**src/rtl/spacing_pkg.sv**
```systemverilog
package spacing_pkg;

  localparam int NUM_RULES = 4;

  typedef enum logic [1:0] {
    RC_TMR_GAP = 2'd0,
    RC_TMR_BR  = 2'd1,
    RC_CLR_INC = 2'd2,
    RC_INC_INC = 2'd3
  } reason_t;

endpackage

```
**src/rtl/gap_counter.sv**
```systemverilog
module gap_counter #(
  parameter int GAP = 14
) (
  input  logic clk,
  input  logic rst,
  input  logic anchor,
  output logic too_soon
);
  localparam int W = (GAP > 2) ? $clog2(GAP) : 1;
  localparam logic [W-1:0] LIM = W'(GAP - 1);

  logic [W-1:0] cnt;

  // cnt holds (cycles since anchor) - 1, saturating at GAP-1
  assign too_soon = (cnt < LIM);

  always_ff @(posedge clk) begin
    if (rst)
      cnt <= LIM;
    else if (anchor)
      cnt <= '0;
    else if (cnt < LIM)
      cnt <= cnt + W'(1);
  end

  assert_cnt_bounded_R10: assert property (@(posedge clk) disable iff (rst)
    cnt <= LIM);

  assert_sat_holds_R10: assert property (@(posedge clk) disable iff (rst)
    (cnt == LIM && !anchor) |=> (cnt == LIM));

endmodule

```
**src/rtl/rule_arbiter.sv**
```systemverilog
module rule_arbiter
  import spacing_pkg::*;
(
  input  logic                 clk,
  input  logic                 rst,
  input  logic [NUM_RULES-1:0] fail,
  output logic                 pulse,
  output reason_t              code
);
  reason_t pick;

  always_comb begin
    pick = RC_TMR_GAP;
    for (int i = NUM_RULES - 1; i >= 0; i--) begin
      if (fail[i]) pick = reason_t'(i[1:0]);
    end
  end

  always_ff @(posedge clk) begin
    if (rst) begin
      pulse <= 1'b0;
      code  <= RC_TMR_GAP;
    end else begin
      pulse <= |fail;
      code  <= pick;
    end
  end

  assert_pulse_has_cause_R8: assert property (@(posedge clk) disable iff (rst)
    pulse |-> $past(|fail));

  assert_lowest_wins_R7: assert property (@(posedge clk) disable iff (rst)
    (pulse && code != RC_TMR_GAP) |-> !$past(fail[0]));

endmodule

```
**src/rtl/uinst_spacing_monitor.sv**
```systemverilog
module uinst_spacing_monitor
  import spacing_pkg::*;
#(
  parameter int TMR_GAP = 14,
  parameter int CLR_GAP = 12,
  parameter int INC_GAP = 6
) (
  input  logic       clk,
  input  logic       rst,
  input  logic       op_tmr_load,
  input  logic       op_tmr_add,
  input  logic       op_pnl_clear,
  input  logic       op_pnl_inc,
  input  logic       op_cond_br,
  output logic       viol_pulse,
  output logic [1:0] viol_code
);
  localparam int NUM_CNT = 3;
  localparam int IDX_TMR = 0;
  localparam int IDX_CLR = 1;
  localparam int IDX_INC = 2;

  function automatic int gap_of(input int idx);
    case (idx)
      IDX_TMR: return TMR_GAP;
      IDX_CLR: return CLR_GAP;
      default: return INC_GAP;
    endcase
  endfunction

  logic                 tmr_any;
  logic [NUM_CNT-1:0]   anchors;
  logic [NUM_CNT-1:0]   soon;
  logic [NUM_RULES-1:0] fail;
  reason_t              code_r;

  assign tmr_any = op_tmr_load | op_tmr_add;
  assign anchors = {op_pnl_inc, op_pnl_clear, tmr_any};

  for (genvar g = 0; g < NUM_CNT; g++) begin : g_cnt
    gap_counter #(.GAP(gap_of(g))) u_cnt (
      .clk      (clk),
      .rst      (rst),
      .anchor   (anchors[g]),
      .too_soon (soon[g])
    );
  end

  always_comb begin
    fail                 = '0;
    fail[int'(RC_TMR_GAP)] = tmr_any & soon[IDX_TMR];
    fail[int'(RC_TMR_BR)]  = tmr_any & op_cond_br;
    fail[int'(RC_CLR_INC)] = op_pnl_inc & soon[IDX_CLR];
    fail[int'(RC_INC_INC)] = op_pnl_inc & soon[IDX_INC];
  end

  rule_arbiter u_arb (
    .clk   (clk),
    .rst   (rst),
    .fail  (fail),
    .pulse (viol_pulse),
    .code  (code_r)
  );

  assign viol_code = code_r;

  assert_branch_code_cause_R4: assert property (@(posedge clk) disable iff (rst)
    (viol_pulse && viol_code == 2'd1) |-> $past(op_cond_br && (op_tmr_load || op_tmr_add)));

  assert_timer_code_cause_R2: assert property (@(posedge clk) disable iff (rst)
    (viol_pulse && viol_code == 2'd0) |-> $past(op_tmr_load || op_tmr_add));

  assert_panel_code_cause_R5: assert property (@(posedge clk) disable iff (rst)
    (viol_pulse && viol_code[1]) |-> $past(op_pnl_inc));

  assert_no_false_pulse_R9: assert property (@(posedge clk) disable iff (rst)
    $past(!(op_tmr_load || op_tmr_add || op_pnl_inc)) |-> !viol_pulse);

endmodule

```
**config.mk**
```make
export PLATFORM = sky130hd
export DESIGN_NAME = uinst_spacing_monitor
export DESIGN_NICKNAME = d
export VERILOG_FILES = /design/src/rtl/spacing_pkg.sv /design/src/rtl/gap_counter.sv /design/src/rtl/rule_arbiter.sv /design/src/rtl/uinst_spacing_monitor.sv
export SDC_FILE = /design/constraint.sdc
export NUM_CORES = 1
export LEC_CHECK = 0
export ABC_AREA = 1
export BUFFER_PORTS_ARGS = -buffer_cell sky130_fd_sc_hd__buf_2
export CAP_MARGIN = 20
export CELL_PAD_IN_SITES_DETAIL_PLACEMENT = 0
export CELL_PAD_IN_SITES_GLOBAL_PLACEMENT = 1
export CORE_MARGIN = 5
export CORE_UTILIZATION = 34
export CTS_CLUSTER_DIAMETER = 150
export DETAILED_ROUTE_END_ITERATION = 16
export PLACE_DENSITY = 0.7
export SLEW_MARGIN = 0
export SYNTH_ARGS = -nofsm -noshare
export SYNTH_HDL_FRONTEND = slang
export SYNTH_SLANG_ARGS = --single-unit
```
**constraint.sdc**
```tcl
create_clock -name clk -period 1.1 [get_ports clk]
set_input_delay 0.11 -clock clk [delete_from_list [all_inputs] [get_ports clk]]
set_output_delay 0.11 -clock clk [all_outputs]
set_load 0.01 [all_outputs]
```
==> results of run 1 <==
[synthesized netlist by cell type]
cell	count	area, sq um
dfxtp_1	14	280.3
o21bai_1	1	7.510
a21oi_1	5	25.02
nand2_2	3	18.77
nand3_1	9	45.04
and3_2	1	7.510
o21ai_0	6	30.03
a211oi_1	1	7.510
nor2_1	8	30.03
nor3_1	1	5.000
ha_1	4	50.05
o211ai_1	1	7.510
and2_1	1	6.260
o21ai_4	1	16.27
clkinv_1	1	3.750
xor2_1	1	8.760
nand2_1	18	67.56
inv_2	1	3.750
o21ai_1	1	5.000
inv_1	7	26.28
nor2_2	2	12.51
[routing by layer]
| metal | wire (um) | global-route usage [%] | vias up |
|---|---|---|---|
| met2 | 652 | 15.34 | 11 |
| li1 | - | - | 335 |
| met5 | 0 | 0 | - |
| met4 | 51 | 8.299 | 0 |
| met3 | 57 | 2.770 | 6 |
| met1 | 680 | 12.81 | 284 |
[layout make-up]
type / count / area [sq um]
Multi-Input combinational cell: 64 / 425.4
Timing Repair Buffer: 19 / 120.1
Sequential cell: 14 / 285.3
Inverter: 9 / 33.78
Clock buffer: 4 / 36.28
Fill cell: 176 / 967.2
Tap cell: 27 / 33.78
[placed cells by master (no fill, tap or decap), drive strengths merged]
master  count
o211ai      1
a211oi      1
ha          4
o21ai       8
buf        19
nor3        1
o21bai      1
nor2       10
and3        1
inv         8
clkinv      1
clkbuf      4
dfxtp      14
xor2        1
nand2      21
nand3       9
and2        1
a21oi       5
[per-stage QoR]
stage                     setup WS, ns  utilization, %  cell area, sq um
after floorplan                0.01794               -             666.9
after global placement        -0.03943           41.58             790.8
after detailed placement      -0.08463           41.58             790.8
after CTS                     0.003378           44.41             844.6
after global routing          -0.05646           49.14             934.6
final                          0.01939           49.14             934.6
[power breakdown]
part / internal [uW] / switching [uW]
Clock: 201 / 166
Sequential: 546 / 36.7
Combinational: 125 / 131
[flip-flops by register name, indices dropped and copies added, names as in the netlist]
signal	count
u_arb.code	2
u_arb.pulse	1
g_cnt.u_cnt.cnt	11
[final timing paths]
| check | from | end | cells after the start |
|---|---|---|---|
| worst max register to register | g_cnt[0].u_cnt.cnt[0]$_SDFFE_PP1P_ | u_arb.pulse$_SDFF_PP0_ | 8 |
| worst min-delay path | op_pnl_inc | g_cnt[2].u_cnt.cnt[1]$_SDFFE_PP0N_ | 2 |
| worst max-delay path | g_cnt[0].u_cnt.cnt[0]$_SDFFE_PP1P_ | u_arb.pulse$_SDFF_PP0_ | 8 |
| worst min register to register | g_cnt[2].u_cnt.cnt[1]$_SDFFE_PP0N_ | g_cnt[2].u_cnt.cnt[1]$_SDFFE_PP0N_ | 2 |
[cells by family (layout without fill, tap and decap cells)]
family / count (synthesis) / in the layout / share of synthesized area, %
compound gates: 16 / 16 / 14.88
buf+inv: 9 / 32 / 5.084
fa+ha+maj: 4 / 4 / 7.533
flops: 14 / 14 / 42.18
xor+xnor: 1 / 1 / 1.319
simple gates: 43 / 43 / 29.00
[worst reg2reg max path, stage by stage, from the launching register on]
cell and delay [ns]:
dfxtp_2 0.36, inv_2 0.05, ha_4 0.16, inv_2 0.06, nand3_4 0.08, nand2_4 0.09, nand2_2 0.04, nor2_1 0.09
nor2_1 0.05
[repair_timing]
action                                  CTS  global route
buffers inserted                          1             3
endpoints found under the setup margin    4             8
pin swaps                                 3             9
resized for setup                         5            18
==> run_results.csv, run 1 <==
group,metric,value,unit
run_status,outcome,"completed",
clocking,clk_pin_slew,0.09,ns
critical_path,crit_path_top_delay_cell,"dfxtp_2",
final_layout,stdcell_count,137,
clocking,insertion_delay,0.28,ns
yosys,synth.avg_cell_area,7.637,sq um
yosys,synth-seq-cells,14,
critical_path,crit_chain,"inv_2, ha_4, inv_2, nand3_4, nand2_4, nand2_2, nor2_1, nor2_1",
final_layout,syn2layout_area_growth,40.68,%
place,port_buffers,9,
critical_path,endpoint_kind,"flop",
critical_path,path_max_fanout,3,
sta,period_share,98.24,%
sta,skew,0.005271,ns
drt,vias_per_cell,4.642,
die,io_pins,10,
drt,vias,636,
critical_path,max_stage_delay,0.36,ns
clocking,clock_sinks,14,
yosys,synth.distinct_cells,21,
global_route,antenna_found_initial,0,
critical_path,cp.required,1.28,ns
yosys,yosysSeqAreaShare,42.18,%
sta,holdWs,0.04286,ns
sta,finalCriticalPeriod,1.081,ns
clocking,clock_tree.buffer_depth,2,
yosys,yosysWarnings,0,
global_route,grt_max_degree,11,
sta,worst_pin_slew,0.2927,ns
critical_path,cpLargestDelayFamily,"flip-flops",
yosys,synth_nets,98,
critical_path,path_class,"flop to flop",
sta,final_max_slew_viol_count,0,
job,cap_violations,0,
clocking,clock-root-buffer,"clkbuf_4",
die,initial_core_util,34.93,%
place,globalplace.congestion,0.8229,
drt,drc_errors,0,
sta,final-hold-violation-count,0,
drt,drt-initial-drc-count,8,
critical_path,worst_ep_arrival_time,1.26,ns
global_route,grt_pass1_vias,590,
drt,wl,1.441,mm
power,power_density,1291,nW/um^2
die,rows,16,
die,dieWidth,54.21,um
die,dieArea,2938,sq um
clocking,hold_buffers,0,
place,post-dp-hpwl,944.9,um
clocking,cts_made_buffers,3,
yosys,synth_area,664.4,sq um
critical_path,critPathBufInv,2,
die,die_y,54.21,um
critical_path,cp-start-kind,"flop",
worst_hold_path,hold_class,"input port to flop",
power,p_leak,0.0004241,uW
drt,wl_per_cell,10.52,um
yosys,syn_inst,87,
sta,tns,0,ns
power,ir_drop,728.9,uV
global_route,grt_pass1_wl,2.228,mm
sta,fmax,925.4,MHz
power,power,1207,uW
sta,grt_setup_unrepaired,"yes",
die,core,1902,sq um
final_layout,diodes,0,
place,dp.cells,129,
final_layout,drive_above_1_share,43.64,%
drt,ant_nets,0,
clocking,h-tree-depth,1,
clocking,cts_tree,"done",
sta,setup_viol_count_final,0,
final_layout,finalNetCount,122,
global_route,grt_overflow,0,
critical_path,reg2reg_slack,0.02,ns
global_route,grt_util_all_layers,10.50,%
drt,firstDrtPassIters,4,
sta,relSlewSlack,80.37,%
Note: power is estimated with default switching activity, not from simulation.
==> run 2: changes to the inputs <==
--- a/config.mk
+++ b/config.mk
@@ -6,11 +6,12 @@
 export NUM_CORES = 1
 export LEC_CHECK = 0
 export ABC_AREA = 1
+export ABC_CLOCK_PERIOD_IN_PS = 1100
 export BUFFER_PORTS_ARGS = -buffer_cell sky130_fd_sc_hd__buf_2
 export CAP_MARGIN = 20
 export CELL_PAD_IN_SITES_DETAIL_PLACEMENT = 0
 export CELL_PAD_IN_SITES_GLOBAL_PLACEMENT = 1
-export CORE_MARGIN = 5
+export CORE_MARGIN = 2
 export CORE_UTILIZATION = 34
 export CTS_CLUSTER_DIAMETER = 150
 export DETAILED_ROUTE_END_ITERATION = 16
==> constraint.sdc (replaced) <==
create_clock -name clk -period 1.1 [get_ports clk]
set_input_delay 0.22 -clock clk [delete_from_list [all_inputs] [get_ports clk]]
set_output_delay 0.22 -clock clk [all_outputs]
set_load 0.01 [all_outputs]
==> run_results.csv, run 2 (same netlist as run 1, synthesis figures left out) <==
group,metric,value,unit
drt,drt-initial-drc-count,6,
worst_hold_path,min-delay-start,"op_pnl_inc",
global_route,grt_overflow,0,
clocking,clock_tree.buffer_depth,2,
final_layout,reg_top3,"g_cnt.u_cnt.cnt (11), u_arb.code (2), u_arb.pulse (1)",
place,post-dp-hpwl,993.1,um
final_layout,final-seq-area,282.8,sq um
power,p_leak,0.0004052,uW
final_layout,syn2layout_area_growth,30.70,%
place,dp.cells,129,
final_layout,mostFrequentLayoutCells,"nand2_1 (17), dfxtp_1 (12), buf_2 (9), buf_4 (9)",
global_route,grt_max_degree,9,
job,cap_violations,0,
run_status,outcome,"completed",
power,power_density,1247,nW/um^2
drt,ant_nets,0,
final_layout,final_util,48.70,%
die,io_pins,10,
drt,vias,599,
critical_path,startpoint,"g_cnt[1].u_cnt.cnt[0]$_SDFFE_PP1P_",
critical_path,cp.required,1.27,ns
critical_path,endpoint_kind,"flop",
clocking,cts_made_buffers,3,
sta,holdWs,0.1606,ns
place,globalplace.congestion,0.8034,
sta,worst_pin_slew,0.2406,ns
drt,vias_per_cell,4.504,
die,rows,15,
critical_path,cp-start-kind,"flop",
sta,finalCriticalPeriod,1.055,ns
final_layout,finalNetCount,121,
clocking,h-tree-depth,1,
global_route,grt_pass1_vias,517,
final_layout,drive_above_1_share,36.11,%
sta,fmax,948.1,MHz
clocking,insertion_delay,0.27,ns
final_layout,fillers,185,
power,power,1083,uW
place,port_buffers,9,
drt,wl,1.294,mm
die,initial_core_util,37.26,%
global_route,grt_util_all_layers,14.06,%
power,ir_drop,678.6,uV
critical_path,path_class,"flop to flop",
sta,grt_setup_unrepaired,"yes",
sta,relSlewSlack,83.86,%
die,die_y,48.21,um
drt,drc_errors,0,
final_layout,diodes,0,
sta,period_share,95.88,%
worst_hold_path,hold_class,"input port to flop",
sta,final-hold-violation-count,0,
global_route,antenna_found_initial,0,
critical_path,r2r-start,"g_cnt[1].u_cnt.cnt[0]$_SDFFE_PP1P_",
clocking,clk_pin_slew,0.08,ns
drt,firstDrtPassIters,4,
drt,wl_per_cell,9.729,um
final_layout,final_common_cell,"nand2_1",
die,dieArea,2324,sq um
final_layout,multi_input_area,385.4,sq um
critical_path,path_max_fanout,6,
critical_path,worst_ep_arrival_time,1.22,ns
sta,setup_viol_count_final,0,
clocking,clock_sinks,14,
final_layout,largest_reg_flops,11,
clocking,cts_tree,"done",
final_layout,largest-register,"g_cnt.u_cnt.cnt",
sta,skew,0.003911,ns
critical_path,reg2reg_slack,0.05,ns
final_layout,stdcell_count,133,
die,core,1783,sq um
global_route,grt_pass1_wl,2.201,mm
die,dieWidth,48.21,um
clocking,clock-root-buffer,"clkbuf_4",
sta,final_max_slew_viol_count,0,
run 2: cell types whose count changed in the layout (fill, tap and decap cells not counted), moves of 2 or more:
| cell | change |
|---|---|
| dfxtp_1 | +2 |
| dfxtp_2 | -2 |
| nand2_1 | +2 |
| nand3_1 | +2 |
run 2: routing by layer:
| layer | wire (um) | global-route usage (%) |
|---|---|---|
| met1 | 673 | 19.05 |
| met2 | 569 | 21.05 |
| met3 | 39 | 4.444 |
| met4 | 12 | 4.865 |
| met5 | 0 | 0 |
run 2: metrics by stage:
| stage | setup slack [ns] | setup TNS (ns) | cell area [sq um] |
|---|---|---|---|
| floorplan | 0.01794 | 0 | 666.9 |
| global placement | -0.03552 | -0.03552 | 803.3 |
| detailed placement | -0.02235 | -0.02235 | 803.3 |
| CTS | 0.001997 | 0 | 838.3 |
| global route | -0.03807 | -0.05552 | 868.3 |
| finish | 0.04528 | 0 | 868.3 |
run 2: critical path, stage by stage, from the launching register on:
cell     delay, ns
dfxtp_1       0.32
ha_2          0.20
o21ai_4       0.20
o21ai_1       0.09
and2_1        0.13
run 2: power by group:
group	total, uW	leakage, uW	switching [uW]	internal [uW]
registers	575	0.000117	30.4	544
clock network	278	0.0000138	151	126
logic	230	0.000274	120	110
run 2: final timing paths:
kind                                                           end  cells after the start
worst max-delay path                      u_arb.code[0]$_SDFF_PP0_                      4
worst min-delay path            g_cnt[2].u_cnt.cnt[1]$_SDFFE_PP0N_                      2
worst max register to register            u_arb.code[0]$_SDFF_PP0_                      4
worst min register to register  g_cnt[2].u_cnt.cnt[1]$_SDFFE_PP0N_                      2
run 2: area by class of cell:
type | count | area share [%]
inverter | 9 | 3.890
tap | 25 | 3.602
clock buffer | 3 | 2.594
timing repair buffer | 18 | 12.97
multi-input combinational | 64 | 44.38
sequential | 14 | 32.56
run 2: timing repair:
item / CTS / global route
hold buffers: 0 / 0
endpoints found under the setup margin: 3 / 8
pin swaps: 2 / 5
setup buffers: 0 / 1
resized for setup: 5 / 9
==> run 3: changes to the inputs <==
--- a/config.mk
+++ b/config.mk
@@ -8,9 +8,9 @@
 export ABC_AREA = 1
 export ABC_CLOCK_PERIOD_IN_PS = 1100
 export BUFFER_PORTS_ARGS = -buffer_cell sky130_fd_sc_hd__buf_2
-export CAP_MARGIN = 20
 export CELL_PAD_IN_SITES_DETAIL_PLACEMENT = 0
 export CELL_PAD_IN_SITES_GLOBAL_PLACEMENT = 1
+export CORE_ASPECT_RATIO = 1.5
 export CORE_MARGIN = 2
 export CORE_UTILIZATION = 34
 export CTS_CLUSTER_DIAMETER = 150
==> run_results.csv, run 3 (same netlist as run 1, synthesis figures left out) <==
group,metric,value,unit
drt,drt-initial-drc-count,7,
clocking,clock_tree.buffer_depth,2,
final_layout,reg_top3,"g_cnt.u_cnt.cnt (11), u_arb.code (2), u_arb.pulse (1)",
clocking,cts_tree,"done",
critical_path,worstRegToRegCells,4,
global_route,antenna_found_initial,0,
die,dieArea,2331,sq um
job,cap_violations,0,
clocking,h-tree-depth,1,
power,power_density,1344,nW/um^2
clocking,clk_pin_slew,0.09,ns
die,io_pins,10,
sta,setup_viol_count_final,0,
final_layout,final_util,47.57,%
global_route,grt_max_degree,9,
sta,final_max_slew_viol_count,0,
critical_path,reg2reg_slack,0.07,ns
final_layout,finalNetCount,119,
sta,skew,0.002059,ns
sta,relSlewSlack,84.96,%
global_route,grt_overflow,0,
sta,grt_setup_unrepaired,"yes",
clocking,hold_buffers,0,
sta,fmax,970.5,MHz
final_layout,diodes,0,
critical_path,endpoint_kind,"flop",
critical_path,r2r_end,"g_cnt[1].u_cnt.cnt[2]$_SDFFE_PP0N_",
final_layout,syn2layout_area_growth,31.07,%
drt,wl_per_cell,10.38,um
power,ir_drop,613.6,uV
drt,firstDrtPassIters,4,
place,dp.cells,124,
drt,drc_errors,0,
run_status,outcome,"completed",
critical_path,worst_ep_arrival_time,1.23,ns
worst_hold_path,hold_class,"input port to flop",
global_route,grt_pass1_vias,592,
sta,tns,0,ns
critical_path,startpoint,"g_cnt[1].u_cnt.cnt[0]$_SDFFE_PP1P_",
clocking,clock-root-buffer,"clkbuf_4",
final_layout,stdcell_count,128,
place,post-dp-hpwl,1.030,mm
final_layout,largest-register,"g_cnt.u_cnt.cnt",
worst_hold_path,min-delay-start,"op_pnl_inc",
clocking,cts_made_buffers,3,
global_route,grt_pass1_wl,2.256,mm
sta,period_share,93.67,%
die,die_y,58.14,um
drt,wl,1.329,mm
critical_path,cp-start-kind,"flop",
sta,finalCriticalPeriod,1.030,ns
sta,worst_pin_slew,0.2253,ns
critical_path,r2r-start,"g_cnt[1].u_cnt.cnt[0]$_SDFFE_PP1P_",
die,initial_core_util,36.30,%
drt,vias,604,
place,port_buffers,9,
final_layout,largest_reg_flops,11,
drt,vias_per_cell,4.719,
power,p_leak,0.0004056,uW
die,rows,19,
die,core,1831,sq um
global_route,grt_util_all_layers,13.87,%
final_layout,final_common_cell,"nand2_1",
drt,ant_nets,0,
final_layout,drive_above_1_share,36.45,%
clocking,insertion_delay,0.27,ns
clocking,postCtsSetupBuffers,0,
die,dieWidth,40.10,um
critical_path,path_max_fanout,2,
critical_path,path_class,"flop to flop",
critical_path,endpoint,"g_cnt[1].u_cnt.cnt[2]$_SDFFE_PP0N_",
final_layout,mostFrequentLayoutCells,"nand2_1 (16), dfxtp_1 (11), buf_2 (9)",
clocking,clock_sinks,14,
place,globalplace.congestion,0.7291,
critical_path,cp.required,1.30,ns
sta,final-hold-violation-count,0,
-- run 3: cell types whose count changed in the layout (fill, tap and decap cells not counted), sizes merged --
| cell | before | now |
|---|---|---|
| buf | 18 | 16 |
| clkbuf | 3 | 4 |
-- run 3: timing repair --
item / 4_1_cts / 5_1_grt
pin swaps: 4 / 4
gates resized for setup: 8 / 6
setup endpoints to repair: 4 / 8
-- run 3: worst max-delay path, stage by stage (launching register included) --
cell and delay (ns):
dfxtp_1 0.34, ha_4 0.17, buf_4 0.13, and3_2 0.19
nor3_1 0.12
-- run 3: layout make-up --
type                       instances  area [sq um]
inverter                           9         33.78
tap                               21         26.28
sequential                        14         284.0
clock buffer                       4         36.28
timing repair buffer              16         97.59
fill                             206         959.7
multi-input combinational         64         392.9
-- run 3: stage by stage --
| step | worst slack, ns | cell area, sq um | total power [uW] | hold WS, ns |
|---|---|---|---|---|
| 2_1_floorplan | 0.01794 | 666.9 | 710.1 | 0.2924 |
| 3_3_place_gp | -0.02712 | 790.8 | 790.7 | 0.4576 |
| 3_5_place_dp | -0.03047 | 790.8 | 792.3 | 0.4560 |
| 4_1_cts | 0.008338 | 840.8 | 1170 | 0.1582 |
| 5_1_grt | -0.04249 | 870.8 | 1244 | 0.1735 |
| 6_report | 0.06960 | 870.8 | 1171 | 0.1660 |
-- run 3: per-layer routing --
metal,global-route usage [%],share of wire (%)
met5,0,0
met4,7.389,1.1
met3,2.299,2.3
met2,22.81,52
met1,16.18,45
-- run 3: worst min-delay path by stage --
| stage | slack (ns) | depth (start not counted) | to |
|---|---|---|---|
| floorplan | 0.29 | 1 | u_arb.pulse$_SDFF_PP0_ |
| global placement | 0.46 | 2 | g_cnt[2].u_cnt.cnt[1]$_SDFFE_PP0N_ |
| detailed placement | 0.46 | 2 | g_cnt[2].u_cnt.cnt[1]$_SDFFE_PP0N_ |
| CTS | 0.16 | 2 | g_cnt[2].u_cnt.cnt[1]$_SDFFE_PP0N_ |
| global route | 0.17 | 2 | g_cnt[2].u_cnt.cnt[1]$_SDFFE_PP0N_ |
| finish | 0.17 | 2 | g_cnt[2].u_cnt.cnt[1]$_SDFFE_PP0N_ |
-- run 3: power breakdown --
| group | internal [uW] | total, uW | switching [uW] |
|---|---|---|---|
| clock network | 201 | 363 | 162 |
| registers | 546 | 582 | 36.0 |
| logic | 110 | 226 | 116 |
